## src/rtl/wb_pkg.sv

```systemverilog
package wb_pkg;
  typedef enum logic [1:0] {
    WB_IDLE   = 2'd0,
    WB_STREAM = 2'd1,
    WB_WAIT   = 2'd2
  } wb_state_e;
endpackage

```

## src/rtl/chunk_dirty_map.sv

```systemverilog
module chunk_dirty_map #(
  parameter int NCHUNK = 64,
  parameter int IDX_W  = 6
) (
  input  logic              clk,
  input  logic              rst_n,
  input  logic              set_en,
  input  logic [IDX_W-1:0]  set_idx,
  input  logic              clr_en,
  input  logic [IDX_W-1:0]  clr_idx,
  output logic [NCHUNK-1:0] flags,
  output logic              any_set
);
  logic [NCHUNK-1:0] flags_q, flags_d;

  // one flag per chunk; a set in the same cycle as a clear wins
  generate
    for (genvar g = 0; g < NCHUNK; g++) begin : g_flag
      logic hit_set, hit_clr;
      assign hit_set = set_en && (set_idx == IDX_W'(g));
      assign hit_clr = clr_en && (clr_idx == IDX_W'(g));
      always_comb begin
        flags_d[g] = flags_q[g];
        if (hit_clr) flags_d[g] = 1'b0;
        if (hit_set) flags_d[g] = 1'b1;
      end
    end
  endgenerate

  always_ff @(posedge clk or negedge rst_n) begin
    if (!rst_n) flags_q <= '0;
    else        flags_q <= flags_d;
  end

  assign flags   = flags_q;
  assign any_set = |flags_q;
endmodule

```

## src/rtl/rr_chunk_pick.sv

```systemverilog
module rr_chunk_pick #(
  parameter int NCHUNK = 64,
  parameter int IDX_W  = 6
) (
  input  logic [NCHUNK-1:0] flags,
  input  logic [IDX_W-1:0]  last_idx,
  output logic              found,
  output logic [IDX_W-1:0]  pick
);
  // search starts one past the last serviced chunk and wraps
  always_comb begin
    logic [IDX_W-1:0] cand;
    found = 1'b0;
    pick  = '0;
    cand  = '0;
    for (int i = 0; i < NCHUNK; i++) begin
      cand = last_idx + IDX_W'(i + 1);
      if (!found && flags[cand]) begin
        found = 1'b1;
        pick  = cand;
      end
    end
  end
endmodule

```

## src/rtl/wb_sequencer.sv

```systemverilog
module wb_sequencer
  import wb_pkg::*;
#(
  parameter int IDX_W  = 6,
  parameter int OFF_W  = 4,
  parameter int DATA_W = 8,
  localparam int ADDR_W = IDX_W + OFF_W
) (
  input  logic              clk,
  input  logic              rst_n,
  input  logic              pick_found,
  input  logic [IDX_W-1:0]  pick_idx,
  output logic              clr_en,
  output logic [IDX_W-1:0]  clr_idx,
  output logic [IDX_W-1:0]  last_idx,
  output logic              ram_rd_en,
  output logic [ADDR_W-1:0] ram_rd_addr,
  input  logic [DATA_W-1:0] ram_rd_data,
  output logic              job_start,
  output logic [ADDR_W-1:0] job_addr,
  output logic              job_valid,
  output logic [DATA_W-1:0] job_data,
  output logic              job_last,
  input  logic              job_done,
  output logic              active
);
  localparam logic [OFF_W-1:0] OFF_MAX = {OFF_W{1'b1}};

  wb_state_e        state_q, state_d;
  logic [IDX_W-1:0] cur_q, cur_d;
  logic [OFF_W-1:0] off_q, off_d;
  logic [IDX_W-1:0] last_q, last_d;
  logic             vld_q, vld_d;
  logic             lst_q, lst_d;
  logic             cur_en, off_en, last_en;

  always_comb begin
    state_d = state_q;
    cur_d   = cur_q;
    off_d   = off_q;
    last_d  = last_q;
    cur_en  = 1'b0;
    off_en  = 1'b0;
    last_en = 1'b0;
    clr_en  = 1'b0;
    unique case (state_q)
      WB_IDLE: begin
        if (pick_found) begin
          clr_en  = 1'b1;
          cur_d   = pick_idx;
          cur_en  = 1'b1;
          off_d   = '0;
          off_en  = 1'b1;
          state_d = WB_STREAM;
        end
      end
      WB_STREAM: begin
        off_d  = off_q + 1'b1;
        off_en = 1'b1;
        if (off_q == OFF_MAX) state_d = WB_WAIT;
      end
      WB_WAIT: begin
        if (job_done) begin
          last_d  = cur_q;
          last_en = 1'b1;
          state_d = WB_IDLE;
        end
      end
      default: state_d = WB_IDLE;
    endcase
  end

  assign clr_idx     = pick_idx;
  assign ram_rd_en   = (state_q == WB_STREAM);
  assign ram_rd_addr = {cur_q, off_q};
  assign job_start   = (state_q == WB_STREAM) && (off_q == '0);
  assign job_addr    = {cur_q, {OFF_W{1'b0}}};
  assign vld_d       = ram_rd_en;
  assign lst_d       = ram_rd_en && (off_q == OFF_MAX);

  always_ff @(posedge clk or negedge rst_n) begin
    if (!rst_n) begin
      state_q <= WB_IDLE;
      cur_q   <= '0;
      off_q   <= '0;
      last_q  <= '1;
      vld_q   <= 1'b0;
      lst_q   <= 1'b0;
    end else begin
      state_q <= state_d;
      vld_q   <= vld_d;
      lst_q   <= lst_d;
      if (cur_en)  cur_q  <= cur_d;
      if (off_en)  off_q  <= off_d;
      if (last_en) last_q <= last_d;
    end
  end

  assign last_idx  = last_q;
  assign job_valid = vld_q;
  assign job_last  = lst_q;
  assign job_data  = ram_rd_data;
  assign active    = (state_q != WB_IDLE) || vld_q;
endmodule

```

## src/rtl/chunk_flash_writeback.sv

```systemverilog
module chunk_flash_writeback #(
  parameter int ADDR_W  = 10,
  parameter int CHUNK_W = 4,
  parameter int DATA_W  = 8
) (
  input  logic              clk,
  input  logic              rst_n,
  input  logic              host_wr,
  input  logic [ADDR_W-1:0] host_addr,
  output logic              ram_rd_en,
  output logic [ADDR_W-1:0] ram_rd_addr,
  input  logic [DATA_W-1:0] ram_rd_data,
  output logic              job_start,
  output logic [ADDR_W-1:0] job_addr,
  output logic              job_valid,
  output logic [DATA_W-1:0] job_data,
  output logic              job_last,
  input  logic              job_done,
  output logic              busy
);
  localparam int IDX_W  = ADDR_W - CHUNK_W;
  localparam int NCHUNK = 1 << IDX_W;

  logic [NCHUNK-1:0] flags;
  logic              any_set;
  logic              clr_en;
  logic [IDX_W-1:0]  clr_idx;
  logic [IDX_W-1:0]  last_idx;
  logic              pick_found;
  logic [IDX_W-1:0]  pick_idx;
  logic              active;

  chunk_dirty_map #(.NCHUNK(NCHUNK), .IDX_W(IDX_W)) u_map (
    .clk     (clk),
    .rst_n   (rst_n),
    .set_en  (host_wr),
    .set_idx (host_addr[ADDR_W-1:CHUNK_W]),
    .clr_en  (clr_en),
    .clr_idx (clr_idx),
    .flags   (flags),
    .any_set (any_set)
  );

  rr_chunk_pick #(.NCHUNK(NCHUNK), .IDX_W(IDX_W)) u_pick (
    .flags    (flags),
    .last_idx (last_idx),
    .found    (pick_found),
    .pick     (pick_idx)
  );

  wb_sequencer #(.IDX_W(IDX_W), .OFF_W(CHUNK_W), .DATA_W(DATA_W)) u_seq (
    .clk         (clk),
    .rst_n       (rst_n),
    .pick_found  (pick_found),
    .pick_idx    (pick_idx),
    .clr_en      (clr_en),
    .clr_idx     (clr_idx),
    .last_idx    (last_idx),
    .ram_rd_en   (ram_rd_en),
    .ram_rd_addr (ram_rd_addr),
    .ram_rd_data (ram_rd_data),
    .job_start   (job_start),
    .job_addr    (job_addr),
    .job_valid   (job_valid),
    .job_data    (job_data),
    .job_last    (job_last),
    .job_done    (job_done),
    .active      (active)
  );

  assign busy = any_set || active;
endmodule

```

## config.mk

```make
export PLATFORM = sky130hd
export DESIGN_NAME = chunk_flash_writeback
export DESIGN_NICKNAME = d
export VERILOG_FILES = /design/src/rtl/wb_pkg.sv /design/src/rtl/chunk_dirty_map.sv /design/src/rtl/rr_chunk_pick.sv /design/src/rtl/wb_sequencer.sv /design/src/rtl/chunk_flash_writeback.sv
export SDC_FILE = /design/constraint.sdc
export NUM_CORES = 1
export LEC_CHECK = 0
export BUFFER_PORTS_ARGS = -buffer_cell sky130_fd_sc_hd__buf_2
export CAP_MARGIN = 30
export CORE_MARGIN = 2
export CORE_UTILIZATION = 38
export DETAILED_ROUTE_END_ITERATION = 12
export PLACE_DENSITY = 0.55
export SLEW_MARGIN = 10
export SYNTH_ARGS = -nofsm -noshare
export SYNTH_HDL_FRONTEND = slang
export SYNTH_SLANG_ARGS = --single-unit
```

## constraint.sdc

```tcl
create_clock -name clk -period 9.75 [get_ports clk]
set_clock_uncertainty 0.05 [all_clocks]
set_input_delay 0.975 -clock clk [delete_from_list [all_inputs] [get_ports clk]]
set_output_delay 0.975 -clock clk [all_outputs]
set_load 0.03 [all_outputs]
```

==> metrics.log, run 1 <==
[metrics] clock root cell: sky130_fd_sc_hd__clkbuf_16
[metrics] Vias/cell: 7.39
[metrics] Critical Path End Type: flop
[metrics] worst setup slack after layout: 0.651 ns
[metrics] CTS tree: built
[metrics] layout cells sized above 1: 21.5%
[metrics] area of the multi-input gates: 15200 sq um
[metrics] net count reported at finish: 2215
[metrics] top cells by area, synth: sky130_fd_sc_hd__mux4_2 (19%), sky130_fd_sc_hd__dfrtp_1 (11%), sky130_fd_sc_hd__mux2i_1 (8.3%)
[metrics] die width: 223 um
[metrics] Total Die Area: 49800 sq um
[metrics] ratio of final minimum period to clock period: 93.3%
[metrics] Yosys warnings: 0
[metrics] fin. max-slew vios: 0
[metrics] worst relative slew slack: 27.3%
[metrics] Max VDD drop: 260 uV
[metrics] cell-by-cell trace of the critical path: inv_1, ha_2, clkinv_1, mux2_2, mux4_2, mux4_2, or4_4, nor4_4, buf_4, nand3_2, nor3_2, nand2_1, nor2_1, mux2_1, o21ai_1, and3_1, and4_4, a221o_1, buf_4, nand4_1, a22o_1
[metrics] number of setup violations in the final report: 0
[metrics] cell with the most instances after synthesis: sky130_fd_sc_hd__nand2_1
[metrics] total negative slack: 0 ns
[metrics] buffers added on ports: 30
[metrics] worst-case clock buffer depth: 2
[metrics] status: finished clean
[metrics] cell types with the highest counts after synthesis: sky130_fd_sc_hd__nand2_1 (181), sky130_fd_sc_hd__nor2_1 (175), sky130_fd_sc_hd__mux4_2 (157), sky130_fd_sc_hd__mux2i_1 (151), sky130_fd_sc_hd__o21ai_0 (128)
[metrics] type of origin of the critical path: flop
[metrics] worst setup slack before clock tree synthesis: 0.947 ns
[metrics] post-CTS setup repair buffer count: 0
[metrics] number of vias in the routed layout: 20600
[metrics] share of flip-flops with an asynchronous set or reset after synthesis: 100%
[metrics] count of unresolved DRC violations after routing: 0
[metrics] static leakage: 6.87 nW
[metrics] area of the mapped netlist: 18200 sq um
[metrics] upper clock frequency limit: 0.110 GHz
[metrics] number of distinct library cells after synthesis: 105
[metrics] power per cell area: 337 nW/um^2
[metrics] actual slew at the worst max-slew pin: 1.08 ns
[metrics] HP Class: in2async
[metrics] TritonCTS buffer count: 9
[metrics] I/O pin cnt: 55
[metrics] Main synth FF type: sky130_fd_sc_hd__dfrtp_1
[metrics] Wirelength per Cell: 35.6 um
[metrics] Worst Path Max Fanout: 32
[metrics] Maximum Capacitance Violations: 0
[metrics] data arrival time at the worst-slack endpoint: 9.27 ns
[metrics] filler cell count in the final layout: 4857
[metrics] largest delay contributor family on the critical path: simple AND/OR/NAND/NOR gates
[metrics] grt total ovfl: 0
[metrics] area taken by flip-flops and latches: 2120 sq um
[metrics] Hold WS: 0.485 ns
[metrics] hold-fix buffers at CTS: 0
[metrics] library cell contributing the largest single delay on the critical path: sky130_fd_sc_hd__ha_2
[metrics] Post-synth EDFFs: 0
[metrics] vias in the first global route: 19300
[metrics] critical path type: reg2reg
[metrics] setup repair after global routing missed its margin: no
[metrics] slowest cell delay on critical path: 0.83 ns
[metrics] pin count of the biggest net entering global routing: 59
[metrics] number of iterations in the first detailed-routing pass: 6
[metrics] HPWL Detailed: 79400 um
[metrics] iteration-0 DRC count of the detailed router: 2919
[metrics] layout-stage area growth over the synthesis result: 8.12%
[metrics] instance area after placement: 19400 sq um
[metrics] instance count of the mapped netlist: 2180
[metrics] share of the synthesized area in the top cell type: 19.4%
[metrics] row count: 80
[metrics] area of the core region: 47500 sq um
[metrics] effective utilization at floorplan: 38.4%
[metrics] number of antenna violations at the first check in global routing: 6
[metrics] final critical path time including I/O delays and setup: 9.10 ns
[metrics] global-route wire length before repair: 141000 um
[metrics] required time of the critical path: 9.92 ns
[metrics] post-CTS clock slew at the launch and capture registers of the worst setup and hold paths: 0.07 ns
[metrics] H-tree depth: 3
[metrics] Routed Wire Length: 99600 um
[metrics] GP Congestion: 1.06
[metrics] cell taking the most area after synthesis: sky130_fd_sc_hd__mux4_2
[metrics] final std cell area, no fill: 19700 sq um
[metrics] Worst Path Buf+Inv: 4
[metrics] Avg Synthesized Cell Area: 8.37 sq um
[metrics] global router's overall resource usage: 39.2%
[metrics] DIE HEIGHT: 223 um
[metrics] clock insertion delay at the later pin of the skew report: 0.34 ns
[metrics] portion of the post-synthesis area used by sequential elements: 11.6%
[metrics] total clock sinks: 84
[metrics] cells resized by post-CTS repair: 0
[metrics] Yosys reg bits: 84
[metrics] count of endpoints failing hold in the final timing report: 0
[metrics] Antenna Violating Nets Remaining: 0
## flip-flops by register name (all words and copies together), names as in the netlist
| register | cells |
|---|---|
| u_seq.cur_q | 6 |
| u_map.flags | 64 |
| u_seq.state_q | 2 |
| u_seq.last_idx | 6 |
| u_seq.off_q | 4 |
| u_seq.job_last | 1 |
| u_seq.job_valid | 1 |
## final timing paths
path                                        start                to  slack, ns  depth (start not counted)
worst max-delay path            u_seq.last_idx[1]   u_map.flags[48]       0.65                         21
worst min-delay path                        rst_n   u_seq.job_valid       0.49                          1
worst max register to register  u_seq.last_idx[1]   u_map.flags[48]       0.65                         21
worst min register to register   u_seq.state_q[1]  u_seq.state_q[0]       0.49                          1
max in group asynchronous                   rst_n   u_map.flags[25]       8.07                          2
min in group clk                 u_seq.state_q[1]  u_seq.state_q[0]       0.49                          1
## layout by cell type, fill, tap and decap left out, types with 46 or more instances in the layout
master                    Yosys  routed
sky130_fd_sc_hd__a21oi_1    121     121
sky130_fd_sc_hd__nor3_1      53      53
sky130_fd_sc_hd__mux4_2     157     157
sky130_fd_sc_hd__o41ai_1     59      59
sky130_fd_sc_hd__dfrtp_1     78      78
sky130_fd_sc_hd__mux2i_1    151     151
sky130_fd_sc_hd__nor2_1     175     175
sky130_fd_sc_hd__nand2_1    181     181
sky130_fd_sc_hd__nand3_1     75      75
sky130_fd_sc_hd__mux2_2      71      71
sky130_fd_sc_hd__buf_4       24     123
sky130_fd_sc_hd__o21ai_0    128     128
sky130_fd_sc_hd__inv_1       46      46
## final cells by class
type	count	share of cell area (%)
Clock buffer	10	1.21
Timing Repair Buffer	159	5.93
Antenna cell	1	0.0127
Sequential cell	84	10.7
Tap cell	615	3.90
Multi-Input combinational cell	1867	76.9
Inverter	52	0.990
Clock inverter	6	0.273
## routing by layer
| layer | wire, um | global-route usage, % | vias up | share of wire, % |
|---|---|---|---|---|
| li1 | - | - | 8598 | - |
| met1 | 37700 | 51.3 | 10100 | 38 |
| met2 | 42600 | 59.5 | 1558 | 43 |
| met3 | 10600 | 6.23 | 326 | 11 |
| met4 | 8600 | 26.6 | 8 | 8.6 |
| met5 | 57 | 0 | - | 0.057 |
## per-stage QoR
step / cells / util [%] / power [mW]
after floorplan: 2183 / - / 3.97
after global placement: 2771 / 40.7 / 6.01
after global routing: 2793 / 41.5 / 6.84
after CTS: 2789 / 41.4 / 6.36
final: 2794 / 41.5 / 6.64
after detailed placement: 2773 / 40.7 / 6.00
## power breakdown
group / switching, mW / internal (mW) / leakage, nW
sequential: 0.196 / 0.431 / 0.851
combinational: 3.81 / 1.87 / 5.88
clock: 0.149 / 0.184 / 0.142
## logic make-up after synthesis
kind of cell / Yosys count / share of synthesized area, %
AOI/OAI and AO/OA: 639 / 24.0
xor gates and xnor gates: 76 / 3.69
adders and majority gates: 20 / 1.37
buffers and inverters: 232 / 6.07
DFF: 84 / 11.6
muxes: 394 / 33.0
other: 1 / 0.0206
and+or+nand+nor: 734 / 20.3
(Power assumes the default switching activity.)
==> run 2, diff against run 1 <==
CORE_MARGIN = 1   (was 2)
PLACE_DENSITY = unset   (was 0.55)
PLACE_DENSITY_LB_ADDON = 0.15   (was unset)
==> run 2 against run 1 <==
  * Core utilization rose by 0.22 points
  * Sequential share of layout area rose by 0.080 points
  * Flip-flop and latch count did not move
  * Routed wire length rose by 3.1%
  * Clock power rose by 4%
  * Cell area fell by 0.74%
  * Sequential power barely moved
  * Total power fell by 0.54%
==> metrics.log, run 2 (same netlist as run 1, synthesis figures left out) <==
[metrics] Internal Dissipation: 2.43 mW (was 2.49 mW)
[metrics] power per cell area: 338 nW/um^2 (was 337 nW/um^2)
[metrics] hold-fix buffers at CTS: 0 (unchanged)
[metrics] Maximum Capacitance Violations: 0 (unchanged)
[metrics] global-route wire length before repair: 144000 um (was 141000 um)
[metrics] effective utilization at floorplan: 38.8% (was 38.4%)
[metrics] post-CTS setup repair buffer count: 0 (unchanged)
[metrics] layout cells sized above 1: 20.6% (was 21.5%)
[metrics] fin. max-slew vios: 0 (unchanged)
[metrics] Antenna Violating Nets Remaining: 0 (unchanged)
[metrics] Worst Path Max Fanout: 41 (was 32)
[metrics] Routed Wire Length: 103000 um (was 99600 um)
[metrics] H-tree depth: 3 (unchanged)
[metrics] post-CTS clock slew at the launch and capture registers of the worst setup and hold paths: 0.07 ns (about the same)
[metrics] launching point of the worst reg2reg path: u_seq.last_idx[1] (unchanged)
[metrics] clock insertion delay at the later pin of the skew report: 0.36 ns (was 0.34 ns)
[metrics] start point of the critical path: u_seq.last_idx[1] (unchanged)
[metrics] Met2 Routed Length: 45500 um (was 42600 um)
[metrics] sequential fraction of design power: 9.5% (was 9.4%)
[metrics] Clk network pwr share: 5.2% (was 5.0%)
[metrics] library cell contributing the largest single delay on the critical path: sky130_fd_sc_hd__dfstp_4 (was sky130_fd_sc_hd__ha_2)
[metrics] worst-case clock buffer depth: 2 (unchanged)
[metrics] top library cells by usage in the layout, fill and taps aside: sky130_fd_sc_hd__nand2_1 (181), sky130_fd_sc_hd__nor2_1 (175), sky130_fd_sc_hd__mux4_2 (157), sky130_fd_sc_hd__mux2i_1 (151), sky130_fd_sc_hd__o21ai_0 (128) (unchanged)
[metrics] grt total ovfl: 0 (unchanged)
[metrics] critical path type: reg2reg (unchanged)
[metrics] ratio of final minimum period to clock period: 95.4% (was 93.3%)
[metrics] Vias/cell: 7.43 (was 7.39)
[metrics] HPWL Detailed: 81000 um (was 79400 um)
[metrics] number of antenna violations at the first check in global routing: 2 (was 6)
[metrics] CTS tree: built (unchanged)
[metrics] net count reported at finish: 2186 (was 2215)
[metrics] vias in the first global route: 19000 (was 19300)
[metrics] Hold WS: 0.411 ns (was 0.485 ns)
[metrics] most numerous cell on the critical path: sky130_fd_sc_hd__mux2i_1
[metrics] DIE HEIGHT: 221 um (was 223 um)
[metrics] slowest cell delay on critical path: 0.98 ns (was 0.83 ns)
[metrics] top routing layer used: met5 (unchanged)
[metrics] wire length the detailed router placed on met1: 39800 um (was 37700 um)
[metrics] cell-by-cell trace of the critical path: inv_1, ha_2, clkinv_1, buf_4, mux2i_1, mux2i_1, mux2i_1, mux4_2, nand3_1, nor3_1, nand4_1, nor4_1, a21oi_1, o21ai_1, a2111oi_0, o41ai_1, a2bb2oi_1, nor3_1, nand2b_1, o41ai_1, o21ai_0 (was inv_1, ha_2, clkinv_1, mux2_2, mux4_2, mux4_2, or4_4, nor4_4, buf_4, nand3_2, nor3_2, nand2_1, nor2_1, mux2_1, o21ai_1, and3_1, and4_4, a221o_1, buf_4, nand4_1, a22o_1)
[metrics] Wirelength per Cell: 37.2 um (was 35.6 um)
[metrics] Cells after DPL: 2738 (was 2773)
[metrics] area of the multi-input gates: 15200 sq um (about the same)
[metrics] buffers added on ports: 30 (unchanged)
[metrics] total clock sinks: 84 (unchanged)
[metrics] count of endpoints failing hold in the final timing report: 0 (unchanged)
[metrics] max FFs per register: 64 (unchanged)
[metrics] die width: 221 um (was 223 um)
[metrics] count of unresolved DRC violations after routing: 0 (unchanged)
[metrics] most common cell after layout, fill and taps aside: sky130_fd_sc_hd__nand2_1 (unchanged)
[metrics] Worst Path Buf+Inv: 3 (was 4)
[metrics] combinational fraction of design power: 85.2% (was 85.5%)
[metrics] status: finished clean (unchanged)
[metrics] net switching share of the total power: 63.3% (was 62.5%)
[metrics] DR WL met3: 9680 um (was 10600 um)
[metrics] final critical path time including I/O delays and setup: 9.30 ns (was 9.10 ns)
[metrics] clock root cell: sky130_fd_sc_hd__clkbuf_16 (unchanged)
[metrics] iteration-0 DRC count of the detailed router: 2930 (was 2919)
[metrics] total negative slack: 0 ns (unchanged)
[metrics] Switching Power: 4.18 mW (was 4.15 mW)
[metrics] number of iterations in the first detailed-routing pass: 7 (was 6)
[metrics] worst r2r path cells: 21 (unchanged)
[metrics] TritonCTS buffer count: 9 (unchanged)
[metrics] filler cell count in the final layout: 4731 (was 4857)
[metrics] static leakage: 6.75 nW (was 6.87 nW)
[metrics] worst relative slew slack: 20.1% (was 27.3%)
[metrics] required time of the critical path: 9.91 ns (was 9.92 ns)
[metrics] row count: 79 (was 80)
[metrics] Critical Path End Type: flop (unchanged)
[metrics] number of setup violations in the final report: 0 (unchanged)
[metrics] Max VDD drop: 263 uV (was 260 uV)
[metrics] number of vias in the routed layout: 20500 (was 20600)
[metrics] GP Congestion: 1.08 (was 1.06)
[metrics] layout-stage area growth over the synthesis result: 7.32% (was 8.12%)
[metrics] setup repair after global routing missed its margin: no (unchanged)
[metrics] data arrival time at the worst-slack endpoint: 9.46 ns (was 9.27 ns)
[metrics] area of the core region: 47000 sq um (was 47500 sq um)
[metrics] HP Class: in2async (unchanged)
[metrics] actual slew at the worst max-slew pin: 1.19 ns (was 1.08 ns)
[metrics] global router's overall resource usage: 41.0% (was 39.2%)
[metrics] upper clock frequency limit: 0.108 GHz (was 0.110 GHz)
[metrics] Total Die Area: 48900 sq um (was 49800 sq um)
[metrics] cells resized by post-CTS repair: 0 (unchanged)
[metrics] type of origin of the critical path: flop (unchanged)
[metrics] Cell Count, Final, Fillers Out: 2759 (was 2794)
[metrics] area taken by flip-flops and latches: 2120 sq um (unchanged)
[metrics] WP depth: 21 (unchanged)
[metrics] I/O pin cnt: 55 (unchanged)
[metrics] pin count of the biggest net entering global routing: 103 (was 59)
[metrics] largest delay contributor family on the critical path: simple AND/OR/NAND/NOR gates (unchanged)
run 2: cell count changes in the layout (fill, tap and decap cells not counted), moves of 2 or more:
cell,previous run,this run
sky130_fd_sc_hd__buf_2,31,29
sky130_fd_sc_hd__buf_4,123,91
sky130_fd_sc_hd__buf_6,0,2
sky130_fd_sc_hd__buf_8,1,4
sky130_fd_sc_hd__diode_2,1,3
sky130_fd_sc_hd__xnor2_1,42,40
sky130_fd_sc_hd__xnor2_2,9,11
run 2: area by class of cell:
cell class                      instances  area share (%)
Tap cell                              607            3.88
Inverter                               52           0.997
Antenna cell                            3          0.0384
Clock inverter                          6           0.275
Timing Repair Buffer                  130            5.14
Clock buffer                           10            1.22
Multi-Input combinational cell       1867            77.6
Sequential cell                        84            10.8
run 2: metrics by stage:
step	cell area, sq um	worst slack (ns)	util [%]	power, mW
2_1_floorplan	18200	1.96	-	3.97
3_3_place_gp	19100	0.836	40.7	5.92
3_5_place_dp	19200	0.744	41.0	6.00
4_1_cts	19500	0.733	41.6	6.36
5_1_grt	19600	0.0590	41.7	6.77
6_report	19600	0.449	41.7	6.61
run 2: power by group through the flow:
stage	clock network [mW]	logic (mW)	registers, mW
detailed placement	0	5.37	0.629
finish	0.347	5.63	0.630
global route	0.361	5.76	0.642
floorplan	0	3.41	0.562
global placement	0	5.30	0.621
CTS	0.351	5.38	0.623
run 2: metal layers:
layer	vias up	global-route usage (%)
met5	-	0
met4	8	26.1
met3	321	7.13
met2	1391	64.2
met1	10200	52.4
li1	8552	-
run 2: worst register-to-register path, stage by stage (launching register included):
cell and delay, ns:
sky130_fd_sc_hd__dfstp_4 0.98, sky130_fd_sc_hd__inv_1 0.18, sky130_fd_sc_hd__ha_2 0.62, sky130_fd_sc_hd__clkinv_1 0.71, sky130_fd_sc_hd__buf_4 0.50, sky130_fd_sc_hd__mux2i_1 0.36, sky130_fd_sc_hd__mux2i_1 0.21, sky130_fd_sc_hd__mux2i_1 0.25
sky130_fd_sc_hd__mux4_2 0.55, sky130_fd_sc_hd__nand3_1 0.26, sky130_fd_sc_hd__nor3_1 0.73, sky130_fd_sc_hd__nand4_1 0.54, sky130_fd_sc_hd__nor4_1 0.49, sky130_fd_sc_hd__a21oi_1 0.10, sky130_fd_sc_hd__o21ai_1 0.19, sky130_fd_sc_hd__a2111oi_0 0.18
sky130_fd_sc_hd__o41ai_1 0.78, sky130_fd_sc_hd__a2bb2oi_1 0.33, sky130_fd_sc_hd__nor3_1 0.42, sky130_fd_sc_hd__nand2b_1 0.31, sky130_fd_sc_hd__o41ai_1 0.30, sky130_fd_sc_hd__o21ai_0 0.14
run 2: path summary, 6_finish.rpt:
check	endpoint	slack [ns]
setup / recovery	u_map.flags[57]	0.45
hold / removal	u_seq.cur_q[5]	0.41
setup reg to reg	u_map.flags[57]	0.45
hold reg to reg	u_seq.state_q[0]	0.49
max in group asynchronous	u_map.flags[26]	8.43
min in group clk	u_seq.state_q[0]	0.49
